### config.mk
export PLATFORM = sky130hd
export DESIGN_NAME = abus_steer
export DESIGN_NICKNAME = d
export VERILOG_FILES = /design/src/rtl/abus_pkg.sv /design/src/rtl/abus_mode_dec.sv /design/src/rtl/abus_port_drv.sv /design/src/rtl/abus_rd_cap.sv /design/src/rtl/abus_steer.sv
export SDC_FILE = /design/constraint.sdc
export NUM_CORES = 1
export LEC_CHECK = 0
export BUFFER_PORTS_ARGS = -buffer_cell sky130_fd_sc_hd__buf_2
export CORE_UTILIZATION = 51
export CTS_CLUSTER_DIAMETER = 60
export CTS_CLUSTER_SIZE = 14
export DETAILED_ROUTE_END_ITERATION = 8
export PLACE_DENSITY = 0.8
export SYNTH_ARGS = -nofsm -noshare
export SYNTH_HDL_FRONTEND = slang
export SYNTH_SLANG_ARGS = --single-unit
### constraint.sdc
create_clock -name clk -period 1.8 [get_ports clk]
set_input_delay 0.27 -clock clk [delete_from_list [all_inputs] [get_ports clk]]
set_output_delay 0.27 -clock clk [all_outputs]
set_load 0.02 [all_outputs]
### src/rtl/abus_pkg.sv
package abus_pkg;
    localparam int LANE_W = 8;
    localparam int ADDR_W = 24;
    localparam int WORD_W = 2 * LANE_W;
    localparam int NPORT  = 2;

    // register window forced to full width and no-wait timing
    localparam logic [ADDR_W-1:0] WIN_A = 24'h00000A;
    localparam logic [ADDR_W-1:0] WIN_B = 24'h00000C;

    typedef struct packed {
        logic              active;
        logic              beat;
        logic              split;
        logic              seen_low;
        logic              wr;
        logic              word;
        logic              bus8;
        logic              inthit;
        logic              fast;
        logic [ADDR_W-1:0] addr;
        logic [WORD_W-1:0] wdata;
        logic [WORD_W-1:0] cap;
        logic [WORD_W-1:0] rdata;
        logic              done;
    } abus_st_t;
endpackage

### src/rtl/abus_mode_dec.sv
module abus_mode_dec
    import abus_pkg::*;
(
    input  logic [ADDR_W-1:0] addr,
    input  logic              narrow,
    input  logic              int_hit,
    output logic              bus8,
    output logic              fast
);
    logic in_win;

    always_comb begin
        in_win = (addr[ADDR_W-1:1] == WIN_A[ADDR_W-1:1]) ||
                 (addr[ADDR_W-1:1] == WIN_B[ADDR_W-1:1]);
        bus8   = narrow && !in_win;
        fast   = int_hit || in_win;
    end
endmodule

### src/rtl/abus_port_drv.sv
module abus_port_drv #(
    parameter int W = 8
) (
    input  logic         active,
    input  logic         e_high,
    input  logic [W-1:0] addr_byte,
    input  logic [W-1:0] data_byte,
    input  logic         data_en,
    output logic [W-1:0] pin_out,
    output logic         pin_oe
);
    always_comb begin
        pin_oe  = active && (e_high || data_en);
        pin_out = '0;
        if (active) begin
            if (e_high)       pin_out = addr_byte;
            else if (data_en) pin_out = data_byte;
        end
    end
endmodule

### src/rtl/abus_rd_cap.sv
module abus_rd_cap
    import abus_pkg::*;
(
    input  logic [WORD_W-1:0] cap_q,
    input  logic              bus8,
    input  logic              odd_sel,
    input  logic              lane_even,
    input  logic              lane_odd,
    input  logic [LANE_W-1:0] pin_hi,
    input  logic [LANE_W-1:0] pin_mid,
    output logic [WORD_W-1:0] cap_d
);
    always_comb begin
        cap_d = cap_q;
        if (bus8) begin
            if (odd_sel) cap_d[WORD_W-1:LANE_W] = pin_mid;
            else         cap_d[LANE_W-1:0]      = pin_mid;
        end else begin
            if (lane_even) cap_d[LANE_W-1:0]      = pin_mid;
            if (lane_odd)  cap_d[WORD_W-1:LANE_W] = pin_hi;
        end
    end
endmodule

### src/rtl/abus_steer.sv
module abus_steer
    import abus_pkg::*;
(
    input  logic              clk,
    input  logic              rst_n,
    input  logic              req,
    input  logic [ADDR_W-1:0] req_addr,
    input  logic              req_wr,
    input  logic              req_word,
    input  logic [WORD_W-1:0] req_wdata,
    input  logic              narrow_bus,
    input  logic              int_hit,
    input  logic [WORD_W-1:0] int_rdata,
    input  logic              e_strobe,
    input  logic [LANE_W-1:0] hi_pin_in,
    input  logic [LANE_W-1:0] mid_pin_in,
    output logic [LANE_W-1:0] lo_out,
    output logic              lo_oe,
    output logic [LANE_W-1:0] hi_out,
    output logic              hi_oe,
    output logic [LANE_W-1:0] mid_out,
    output logic              mid_oe,
    output logic              busy,
    output logic              no_wait,
    output logic              done,
    output logic [WORD_W-1:0] rd_data
);
    abus_st_t q, d;

    logic              req_bus8, req_fast;
    logic              odd_sel, lane_even, lane_odd;
    logic [ADDR_W-1:0] cur_addr;
    logic [WORD_W-1:0] cap_next, lane_mask;
    logic [LANE_W-1:0] mid_data;
    logic              mid_en, hi_en;
    logic [LANE_W-1:0] p_data [NPORT];
    logic              p_en   [NPORT];
    logic [LANE_W-1:0] p_out  [NPORT];
    logic              p_oe   [NPORT];

    // observation points for the bound checker
    logic st_wr, st_bus8, st_beat, st_word;

    abus_mode_dec u_dec (
        .addr    (req_addr),
        .narrow  (narrow_bus),
        .int_hit (int_hit),
        .bus8    (req_bus8),
        .fast    (req_fast)
    );

    always_comb begin
        odd_sel   = q.word ? q.beat : q.addr[0];
        lane_even = q.word || !q.addr[0];
        lane_odd  = q.word ||  q.addr[0];
        cur_addr  = {q.addr[ADDR_W-1:1], q.addr[0] | q.beat};
        mid_data  = (q.bus8 && odd_sel) ? q.wdata[WORD_W-1:LANE_W]
                                        : q.wdata[LANE_W-1:0];
        mid_en    = q.wr && (q.bus8 || lane_even);
        hi_en     = q.wr && !q.bus8 && lane_odd;
        lane_mask = {{LANE_W{lane_odd}}, {LANE_W{lane_even}}};
        // port 0 = upper group, port 1 = second group
        p_data[0] = q.wdata[WORD_W-1:LANE_W];
        p_en[0]   = hi_en;
        p_data[1] = mid_data;
        p_en[1]   = mid_en;
    end

    abus_rd_cap u_cap (
        .cap_q     (q.cap),
        .bus8      (q.bus8),
        .odd_sel   (odd_sel),
        .lane_even (lane_even),
        .lane_odd  (lane_odd),
        .pin_hi    (hi_pin_in),
        .pin_mid   (mid_pin_in),
        .cap_d     (cap_next)
    );

    for (genvar g = 0; g < NPORT; g++) begin : g_port
        abus_port_drv #(.W(LANE_W)) u_drv (
            .active    (q.active),
            .e_high    (e_strobe),
            .addr_byte (cur_addr[(g+1)*LANE_W +: LANE_W]),
            .data_byte (p_data[g]),
            .data_en   (p_en[g]),
            .pin_out   (p_out[g]),
            .pin_oe    (p_oe[g])
        );
    end

    always_comb begin
        d      = q;
        d.done = 1'b0;
        if (!q.active) begin
            if (req) begin
                d.active   = 1'b1;
                d.beat     = 1'b0;
                d.seen_low = 1'b0;
                d.wr       = req_wr;
                d.word     = req_word;
                d.bus8     = req_bus8;
                d.split    = req_bus8 && req_word;
                d.inthit   = int_hit;
                d.fast     = req_fast;
                d.addr     = req_addr;
                d.wdata    = req_wdata;
                d.cap      = '0;
            end
        end else if (!e_strobe) begin
            d.seen_low = 1'b1;
            d.cap      = cap_next;
        end else if (q.seen_low) begin
            d.seen_low = 1'b0;
            if (q.split && !q.beat) begin
                d.beat = 1'b1;
            end else begin
                d.active = 1'b0;
                d.done   = 1'b1;
                if (q.wr)          d.rdata = '0;
                else if (q.inthit) d.rdata = int_rdata & lane_mask;
                else               d.rdata = q.cap;
            end
        end
    end

    always_ff @(posedge clk) begin
        if (!rst_n) q <= '0;
        else        q <= d;
    end

    always_comb begin
        lo_out  = q.active ? cur_addr[LANE_W-1:0] : '0;
        lo_oe   = q.active;
        hi_out  = p_out[0];
        hi_oe   = p_oe[0];
        mid_out = p_out[1];
        mid_oe  = p_oe[1];
        busy    = q.active;
        no_wait = q.active && q.fast;
        done    = q.done;
        rd_data = q.rdata;
        st_wr   = q.wr;
        st_bus8 = q.bus8;
        st_beat = q.beat;
        st_word = q.word;
    end
endmodule

Yosys cells after proc, flatten, opt, wreduce, memory -nomap -nowiden

Cells that the tools add are included.

Register bits: 82
Input bits: 80
Output and inout bits: 46
Logic and storage cells: 84

Equality and inequality tests: 10
Multiplexer cells: 27
Bitwise gates (word level): 4
Reduce and logical (&&, ||, !) cells: 28

Operators with widths:

| kind                | number |
|---|---|
| $mux 8              | 12 |
| $mux 16             | 5 |
| $mux 65             | 1 |
| $eq 23x3->1 const B | 2 |
| $reduce_and 4->1    | 5 |
| $and 16x16->16      | 1 |
| $logic_and 1x1->1   | 10 |
| $ne 3x2->1 const B  | 3 |
| $logic_or 1x1->1    | 7 |
| $mux 1              | 6 |
| $mux 2              | 3 |
| $ne 2x2->1 const B  | 3 |
| $logic_not 1->1     | 4 |
| $ne 3x3->1 const B  | 1 |
| $ne 2x1->1 const B  | 1 |
| $not 1->1           | 2 |
| $reduce_and 2->1    | 1 |
| $reduce_bool 2->1   | 1 |
| $or 1x1->1          | 1 |

Depth between registers and ports, before layout

Gate-level depths: netlist (run 1).

Word-level depth: 7
Gate-level depth with buffers: 7
Depth with buffers taken out: 4

Cells and area by module

Synthesis (run 1) repeated with hierarchy kept, for this count alone.

Cells, all modules: 514
Area, all modules: 4,321.6 um^2

Modules (own cells, without submodules):

| module        | instances | cells an instance | area each (um^2) | seq. area each (um^2) |
|---|---|---|---|---|
| abus_steer    | 1         | 424               | 3,578.4          | 1,641.6 |
| abus_rd_cap   | 1         | 47                | 375.4            | 0.0 |
| abus_port_drv | 2         | 16                | 146.4            | 0.0 |
| abus_mode_dec | 1         | 11                | 75.1             | 0.0 |

Least setup slack after synthesis (run 1)

Ideal clock, no wire load.

Path type: flip-flop to output port
From: register q, in the netlist busy
To: output mid_out[0]
Data arrival time: 1,614 ps
Required time: 1,530 ps
Slack: -84 ps
Stages on the path, launching flop included: 5
Path buffers: 1
Cells stage by stage: dfxtp_1 nor2b_1 buf_2 nand2_1 o21ai_0

Word-level cells in the longest chain between the ends: 1

RTL lines:

| what                   | RTL line            | text |
|---|---|---|
| start, declared        | abus_steer.sv:28    | `abus_st_t q, d;` |
| start signal, assigned | abus_steer.sv:128   | `if (!rst_n) q <= '0;` |
| start signal, assigned | abus_steer.sv:129   | `else q <= d;` |
| $mux 8                 | abus_port_drv.sv:15 | `if (active) begin` |
| end, declared          | abus_steer.sv:21    | `output logic [LANE_W-1:0] mid_out,` |

No other way between the ends.

Worst setup path in the final report (run 1)

From: register q, in the netlist st_word
To: output hi_out[1]

Word-level cells in the longest chain between the ends: 5

RTL lines:

| what              | RTL line            | text |
|---|---|---|
| $logic_or 1x1->1  | abus_steer.sv:55    | `lane_odd = q.word \|\| q.addr[0];` |
| $logic_and 1x1->1 | abus_steer.sv:60    | `hi_en = q.wr && !q.bus8 && lane_odd;` |
| $mux 8            | abus_port_drv.sv:17 | `else if (data_en) pin_out = data_byte;` |
| $mux 8            | abus_port_drv.sv:16 | `if (e_high) pin_out = addr_byte;` |
| $mux 8            | abus_port_drv.sv:15 |  |
| end, declared     | abus_steer.sv:19    | `output logic [LANE_W-1:0] hi_out,` |

No other way between the ends.

==> impl_metrics.tcl, run 1 <==
set metrics [dict create \
    outcome "finished, violations left" \
    violations "negative setup slack" \
    power.internal_uw 3204 \
    hold_viol_final 0 \
    synth_nets 543 \
    post-place-ws_ns 0.1403 \
    drive_gt1_share_pct 32.17 \
    final_common_cell "buf_2" \
    hp-start "req_wdata[12]" \
    cp_top_family "simple AND/OR/NAND/NOR gates" \
    register_area_um2 1649 \
    yosysSeqAreaShare_pct 41.53 \
    synthCells 463 \
    seqPwrFrac_pct 45.7 \
    cp_slowest_cell "dfxtp_4" \
    mostFrequentLayoutCells "buf_2, nand2_1, dfxtp_1" \
    dieArea_um2 8106 \
    max_cap_violations 0 \
    hpwl_mm 7.317 \
    hold-path-cell-count 3 \
    p_switching_uw 1037 \
    place_congestion 0.8243 \
    core_um2 7370 \
    ir_drop_mv 0.4792 \
    grt_pass1_vias 3546 \
    synth-seq-cells 82 \
    slew_headroom_pct 76.40 \
    finalPower_uw 4240 \
    r2r_start "st_word" \
    num_antenna_cells 0 \
    grt_overflow 0 \
    pwr-share-clk_pct 41.4 \
    crit_buf_inv 1 \
    antenna_found_initial 0 \
    fin_crit_sh_pct 105.5 \
    grt_start_max_net_pins 43 \
    cp-startpoint "st_word" \
    crit_arrival_ns 1.63 \
    die_w_um 90.04 \
    rsz0062_at_grt "true" \
    reg2reg_slack_ns 0.15 \
    drt_iter0_drc 187 \
    worstMarginPinSlew_ns 0.3540 \
    fillCellCount 618 \
    synth_enable_flop_cells 0 \
    cts_buffer_depth 2 \
    post-route-util_pct 67.01 \
    grtUsageTotal_pct 25.61 \
    insertion_delay_ns 0.36 \
    dr.pass1.iters 4 \
    min_period_ns 1.900 \
    p_per_area_nw_per_um2 858.6 \
    drc_errors 0 \
    nets 650 \
    fmax_mhz 526.4 \
    ys.flop_type "dfxtp_1" \
    reg2reg_depth 7 \
    cts_root_buf "clkbuf_8" \
    rr_endpoint "q[23]" \
    die_h_um 90.04 \
    start_util_pct 53.63 \
    syn_area_um2 3953 \
    setup_viol 17 \
    ant_nets 0 \
    finalMaxSlewViolations 0 \
    routed_wl_mm 10.24 \
    cts.sinks 82 \
    io_pins 126 \
    grt_pass1_wl_mm 16.73 \
    cpPeakStageDelay_ns 0.36 \
    io_buffer_count 125 \
    wl_per_cell_um 15.20 \
    worst-path-max-fanout 5 \
    hp-class "input pin to flop" \
    multi_input_comb_area_um2 2042 \
    yosysWarnings 0 \
    path_clk_slew_ns 0.09 \
    avgSynthCellArea_um2 8.537 \
    critical_path_class "flop to primary output" \
    power_frac_comb_pct 12.9 \
    area_growth_pct 24.94 \
    synth_cell_types 38 \
    switching_share_pct 24.45 \
    cts.htree.levels 3 \
    cp-start-kind "flop" \
    fin_ws_ns -0.09969 \
    cts_tree "built" \
    crit_path_end_kind "primary output" \
    crit_chain "or2_1 > and3b_2 > o21ai_4 > nor2_1 > buf_4" \
    numCtsBuffers 9 \
    vias_per_cell 5.415 \
    hold_slack_ns 0.1555 \
    clock-skew-final_ns 0.01344 \
    via_count 3650 \
    num_rows 31 \
    synthArstFlopShare_pct 0 \
    p_leak_uw 0.002122 \
    worstPathRequired_ns 1.53 \
    holdPathEnd "p_data[12]" \
]
-- how the worst max path moves through the flow --
| stage | to | slack [ns] | cells past startpoint |
|---|---|---|---|
| floorplan | mid_out[0] | -0.08 | 4 |
| global placement | hi_out[6] | 0.25 | 5 |
| detailed placement | mid_out[5] | 0.14 | 5 |
| CTS | hi_out[1] | -0.13 | 5 |
| global route | hi_out[6] | -0.16 | 5 |
| finish | hi_out[1] | -0.1 | 5 |
-- cell usage after synthesis (3+ instances only) --
| cell type | count | share of area [%] |
|---|---|---|
| buf_1 | 4 | 0.38 |
| buf_2 | 13 | 1.6 |
| nand3_1 | 22 | 2.8 |
| nand4_1 | 10 | 1.6 |
| nor2b_1 | 21 | 3.3 |
| nor4_1 | 3 | 0.47 |
| o21a_1 | 4 | 0.76 |
| a21boi_0 | 58 | 11 |
| buf_6 | 4 | 1.1 |
| buf_4 | 19 | 3.6 |
| clkbuf_1 | 11 | 1.0 |
| nor2_1 | 11 | 1.0 |
| a31oi_1 | 17 | 2.7 |
| nand2_1 | 104 | 9.9 |
| o21ai_0 | 10 | 1.3 |
| o2bb2ai_1 | 16 | 3.5 |
| dfxtp_1 | 82 | 42 |
| mux2_2 | 8 | 2.3 |
| and2_1 | 10 | 1.6 |
| mux2i_1 | 16 | 4.1 |
| nand2b_1 | 3 | 0.47 |
-- final cells by class --
cell class | count | share of cell area (%)
repair buffers | 146 | 17.30
inverters | 1 | 0.07601
clock inverters | 6 | 2.787
clock buffers | 10 | 2.584
flip-flops and latches | 82 | 33.39
multi-input cells | 330 | 41.35
well taps | 99 | 2.508
-- timing repair --
| item | in CTS | in global routing |
|---|---|---|
| gates resized for setup | 34 | 2 |
| endpoints found under the setup margin | 17 | 17 |
| hold buffers | 0 | 0 |
| gates cloned | 1 | 0 |
| setup buffers | 1 | 2 |
| pin swaps | 11 | 3 |
-- per-stage QoR --
step / cells / instance area, µm² / TNS, ns
floorplan: 463 / 3953 / -0.6729
CTS: 672 / 4921 / -1.274
detailed placement: 654 / 4563 / 0
global placement: 654 / 4563 / 0
finish: 674 / 4938 / -0.9474
global route: 674 / 4938 / -2.064
-- cell families (layout without fill, tap and decap cells) --
logic type / after synthesis / in the layout / synth area share, %
compound gates: 112 / 113 / 20.92
flops: 82 / 82 / 41.53
xor+xnor: 1 / 1 / 0.2216
mux: 24 / 24 / 6.331
buf+inv: 52 / 163 / 7.914
simple gates: 192 / 192 / 23.08
-- state kept, by name, indices dropped and copies added (netlist names) --
name,flops
st_wr,1
st_beat,1
q,29
busy,1
p_data,8
rd_data,16
cur_addr,23
st_bus8,1
st_word,1
done,1
-- worst min-delay path: stages --
cell and delay [ns]:
buf_2 0.09, nand2_1 0.04, a21boi_0 0.06
-- routing by layer --
metal | vias to the layer above | part of all wire (%) | track usage [%] | routed length (µm)
met2 | 131 | 50 | 43.19 | 5084
met4 | 0 | 1.8 | 13.17 | 186
met3 | 18 | 5.6 | 4.315 | 570
li1 | 1799 | - | - | -
met5 | - | 0 | 0 | 0
met1 | 1702 | 43 | 31.35 | 4402
-- power by group through the flow --
stage	Clock, µW	Combinational [µW]	Sequential [µW]
after floorplan	0	319	1960
after global placement	0	511	1970
after detailed placement	0	523	1980
after CTS	1760	544	1940
after global routing	1860	601	1950
final	1750	549	1940
(Power assumes the default switching activity.)
==> run 2: changes to the inputs <==
Settings changed: CORE_MARGIN from default to 2.
==> run 2 against run 1 <==
Against the previous run: the flow still finishes with violations (negative setup slack); via count fell by 1.8%; non-clock buffer count shrank 1; critical path depth is 1 higher; register-to-register slack better by 0.04 ns; clock power shrank 16%; sequential power barely moved; clock-buffer cell count up 3; combinational power decreased by 1%; highest routed layer unchanged; setup slack lost 0.012 ns; fmax is 0.64% lower; die area increased by 4.5%; clock skew is 0.0059 ns lower.
==> impl_metrics.tcl, run 2 (synthesis gave the netlist of run 1 again) <==
set metrics [dict create \
    cts.htree.levels 3 \
    dieArea_um2 8470 \
    layout.cells.non_filler 674 \
    seqPwrFrac_pct 49.0 \
    mostFrequentLayoutCells "buf_2, nand2_1, dfxtp_1" \
    core_um2 7607 \
    via_count 3583 \
    power_frac_comb_pct 13.7 \
    wl_per_cell_um 14.68 \
    hp-start "int_hit" \
    hold-path-cell-count 2 \
    finalMaxSlewViolations 0 \
    max_cap_violations 0 \
    critical_path_class "flop to primary output" \
    cp-start-kind "flop" \
    crit_arrival_ns 1.64 \
    hold_viol_final 0 \
    path_clk_slew_ns 0.07 \
    rr_endpoint "q[31]" \
    r2r_start "busy" \
    finalPower_uw 3951 \
    grt_pass1_wl_mm 16.31 \
    routed_wl_mm 9.895 \
    reg2reg_depth 5 \
    die_w_um 92.04 \
    antenna_found_initial 0 \
    area_growth_pct 23.27 \
    hp-class "input pin to flop" \
    cts.sinks 82 \
    io_pins 126 \
    p_switching_uw 965.1 \
    setup_viol 14 \
    worst-path-max-fanout 9 \
    die_h_um 92.04 \
    multi_input_comb_area_um2 2037 \
    crit_path_end_kind "primary output" \
    cts_root_buf "clkbuf_8" \
    drive_gt1_share_pct 31.99 \
    place_congestion 0.8624 \
    register_area_um2 1648 \
    p_per_area_nw_per_um2 810.9 \
    ir_drop_mv 0.5656 \
    ctsHoldBuffers 0 \
    vias_per_cell 5.316 \
    grt_overflow 0 \
    switching_share_pct 24.43 \
    worstMarginPinSlew_ns 0.3592 \
    max_flop_register "q" \
    numCtsBuffers 9 \
    insertion_delay_ns 0.35 \
    nets 648 \
    reg2reg_slack_ns 0.19 \
    outcome "finished, violations left" \
    worstPathRequired_ns 1.53 \
    fin_ws_ns -0.1120 \
    dr.pass1.iters 4 \
    rsz0062_at_grt "true" \
    post-route-util_pct 64.05 \
    num_antenna_cells 0 \
    cts_buffer_depth 2 \
    p_leak_uw 0.002118 \
    grt_pass1_vias 3467 \
    power.internal_uw 2986 \
    final_common_cell "buf_2" \
    holdPathEnd "q[73]" \
    fin_crit_sh_pct 106.2 \
    num_rows 32 \
    violations "negative setup slack" \
    start_util_pct 51.96 \
    min_period_ns 1.912 \
    grtUsageTotal_pct 24.18 \
    pwr-share-clk_pct 37.3 \
    grt_start_max_net_pins 47 \
    ant_nets 0 \
    clock-skew-final_ns 0.007585 \
    fillCellCount 691 \
    fmax_mhz 523.0 \
    cts_tree "built" \
    largest_reg_flops 29 \
    drc_errors 0 \
    io_buffer_count 125 \
    drt_iter0_drc 118 \
    hpwl_mm 7.105 \
    place_inst 656 \
    hold_slack_ns 0.1645 \
    slew_headroom_pct 75.84 \
]
[run 2: cell types whose count changed in the layout (fill, tap and decap cells not counted), sizes merged]
cell,change
bufinv,-2
inv,-1
clkbuf,+3
clkinv,-1
buf,-1
o21ai,-1
[run 2: cell type report]
class | count | share of cell area (%)
clock inverter | 2 | 1.233
clock buffer | 13 | 3.261
tap | 102 | 2.619
multi-input combinational | 329 | 41.81
timing repair buffer | 145 | 17.18
sequential | 82 | 33.82
inverter | 1 | 0.07704
[run 2: per-layer routing]
metal  vias up  global-route usage, %  part of all wire (%)
met4         0                  10.20                   1.6
met2       130                  39.03                    48
met1      1651                  30.14                    43
li1       1788                      -                     -
met3        14                  7.149                   7.6
met5         -                      0                     0
[run 2: worst max-delay path by stage]
| stage | from | end | slack [ns] | depth (start not counted) |
|---|---|---|---|---|
| floorplan | busy | mid_out[0] | -0.08 | 4 |
| global placement | st_word | mid_out[2] | 0.23 | 5 |
| detailed placement | st_word | mid_out[7] | 0.17 | 5 |
| CTS | st_word | hi_out[5] | -0.13 | 6 |
| global route | st_word | hi_out[2] | -0.21 | 6 |
| finish | st_word | hi_out[5] | -0.11 | 6 |
[run 2: per-stage QoR]
step | TNS, ns | cell area, µm² | setup WS (ns)
2_1_floorplan | -0.6729 | 3953 | -0.08412
4_1_cts | -1.267 | 4857 | -0.1300
5_1_grt | -2.668 | 4872 | -0.2083
3_5_place_dp | 0 | 4559 | 0.1667
3_3_place_gp | 0 | 4559 | 0.2310
6_report | -1.076 | 4872 | -0.1120
[run 2: power by group through the flow]
stage | Sequential, µW | Clock (µW) | Combinational, µW
detailed placement | 1980 | 0 | 522
global placement | 1970 | 0 | 512
floorplan | 1960 | 0 | 319
CTS | 1940 | 1520 | 541
finish | 1940 | 1470 | 541
global route | 1950 | 1580 | 600
[run 2: critical path, stage by stage, from the launching register on]
cell and delay [ns]:
dfxtp_2 0.34, or2_1 0.24, and3b_1 0.21, o21ai_4 0.17, buf_12 0.14, nor2_1 0.05
buf_2 0.15
[run 2: what timing repair did]
action | 4_1_cts | 5_1_grt
buffers inserted | 3 | 0
pin swaps | 3 | 2
setup endpoints to repair | 17 | 17
resized for setup | 24 | 4
==> run 3: changes to the inputs <==
Settings changed: ABC_AREA from default to 0, CORE_UTILIZATION 51 to 53, CTS_BUF_LIST from default to sky130_fd_sc_hd__clkbuf_8, PLACE_DENSITY 0.8 to 0.83, SLEW_MARGIN from default to 20.
==> run 3 against run 2 <==
Against the previous run: the run still ends with negative setup slack left; clock-buffer cell count is 1 lower; register-to-register slack about the same; combinational power up 2%; setup slack worse by 0.011 ns; clock power is 3% higher; critical path depth shrank 1; sequential power hardly changed; first-iteration DRC count is 37% higher; fmax decreased by 0.58%; flip-flop and latch count unchanged; clock skew increased by 0.0012 ns; critical path type unchanged; largest cell class unchanged.
==> impl_metrics.tcl, run 3 (synthesis gave the netlist of run 1 again) <==
set metrics [dict create \
    via_count 3598 \
    mostFrequentLayoutCells "buf_2, nand2_1, dfxtp_1" \
    hold_slack_ns 0.1543 \
    place_congestion 0.8832 \
    dr.pass1.iters 4 \
    insertion_delay_ns 0.35 \
    seqPwrFrac_pct 48.3 \
    drc_errors 0 \
    io_pins 126 \
    busiest_layer "met2" \
    cp_slowest_cell "dfxtp_2" \
    num_rows 31 \
    cts_tree "built" \
    min_period_ns 1.923 \
    fin_ws_ns -0.1232 \
    clock-skew-final_ns 0.008744 \
    gr-usage-met1_pct 30.85 \
    cp-start-kind "flop" \
    max_cap_violations 0 \
    finalMaxSlewViolations 0 \
    max_flop_register "q" \
    grt_pass1_vias 3458 \
    vias_per_cell 5.322 \
    largest_reg_flops 29 \
    die_h_um 90.36 \
    ir_drop_mv 0.4450 \
    ctsHoldBuffers 0 \
    use_met3_pct 5.342 \
    area_growth_pct 24.63 \
    slew_headroom_pct 76.04 \
    drt_iter0_drc 162 \
    p_switching_uw 981.3 \
    grtUsageTotal_pct 25.09 \
    wl_per_cell_um 14.96 \
    grt_pass1_wl_mm 16.48 \
    drive_gt1_share_pct 32.76 \
    numCtsBuffers 9 \
    hp-class "input pin to flop" \
    fmax_mhz 520.0 \
    violations "negative setup slack" \
    switching_share_pct 24.45 \
    path_clk_slew_ns 0.08 \
    p_leak_uw 0.002120 \
    ant_nets 0 \
    power_frac_comb_pct 13.8 \
    fin_area_um2 4926 \
    dieArea_um2 8164 \
    routed_wl_mm 10.11 \
    worstMarginPinSlew_ns 0.3562 \
    core_um2 7253 \
    cts_buffer_depth 2 \
    worstPathRequired_ns 1.53 \
    num_antenna_cells 0 \
    hpwl_mm 7.224 \
    p_per_area_nw_per_um2 814.8 \
    met2_usage_pct 42.73 \
    start_util_pct 54.49 \
    tns_ns -1.285 \
    grt_start_max_net_pins 47 \
    cp_top_family "simple AND/OR/NAND/NOR gates" \
    fin_crit_sh_pct 106.8 \
    die_w_um 90.36 \
    crit_path_end_kind "primary output" \
    setup_viol 17 \
    crit_chain "or2_1 > and3b_2 > o21ai_4 > nor2_1 > buf_4" \
    critical_path_class "flop to primary output" \
    cpPeakStageDelay_ns 0.33 \
    worst-path-max-fanout 5 \
    hold_viol_final 0 \
    pwr-share-clk_pct 37.9 \
    io_buffer_count 125 \
    rsz0062_at_grt "true" \
    final_common_cell "buf_2" \
    crit_buf_inv 1 \
    power.internal_uw 3032 \
    cts_root_buf "clkbuf_8" \
    grt_overflow 0 \
    cts.htree.levels 3 \
    outcome "finished, violations left" \
    finalPower_uw 4013 \
    antenna_found_initial 0 \
    crit_arrival_ns 1.65 \
    cts.sinks 82 \
    post_dp_cell_area_um2 4578 \
    nets 652 \
]
[run 3: path summary, 6_finish.rpt]
| path | to | cells past startpoint | slack (ns) | startpoint |
|---|---|---|---|---|
| min | q[73] | 2 | 0.15 | int_hit |
| max reg2reg | q[26] | 8 | 0.18 | q[49] |
| max | hi_out[6] | 5 | -0.12 | q[49] |
| min reg2reg | q[32] | 2 | 0.46 | q[32] |
[run 3: power by group through the flow]
stage	logic, µW	registers (µW)	clock network [µW]
global route	613	1940	1620
detailed placement	524	1980	0
CTS	546	1940	1550
floorplan	319	1960	0
global placement	515	1970	0
finish	553	1940	1520
[run 3: through the flow]
stage               setup slack, ns  utilization, %  std cells
global placement             0.2215           63.12        656
detailed placement           0.1639           63.12        656
finish                      -0.1232           67.91        676
floorplan                  -0.08412               -        463
global route                -0.2076           67.91        676
CTS                         -0.1066           67.64        675
[run 3: cell type report]
| cell class | count | area [µm²] |
|---|---|---|
| clock buffers | 12 | 165.2 |
| clock inverters | 4 | 72.57 |
| fillers | 637 | 2327 |
| inverters | 1 | 3.754 |
| multi-input cells | 330 | 2039 |
| flip-flops and latches | 82 | 1645 |
| well taps | 99 | 123.9 |
| repair buffers | 148 | 875.8 |
[run 3: metal layers]
layer	routed length [µm]	up-vias
met4	215	0
met3	687	17
li1	-	1798
met2	4870	135
met1	4340	1648
met5	0	-
[run 3: timing repair]
| action | in CTS | in global routing |
|---|---|---|
| gates cloned | 1 | 0 |
| setup buffers | 2 | 1 |
| gates resized for setup | 30 | 5 |
| endpoints found under the setup margin | 17 | 17 |
| hold endpoints to repair | 0 | 0 |
| pin swaps | 11 | 1 |
[run 3: worst reg2reg max path, cell delays in order, from the launching register on]
cell and delay (ns):
dfxtp_2 0.33, or2_1 0.24, buf_4 0.14, buf_4 0.12
buf_4 0.17, a31oi_1 0.13, buf_4 0.18, nand2_1 0.07
a21boi_0 0.16
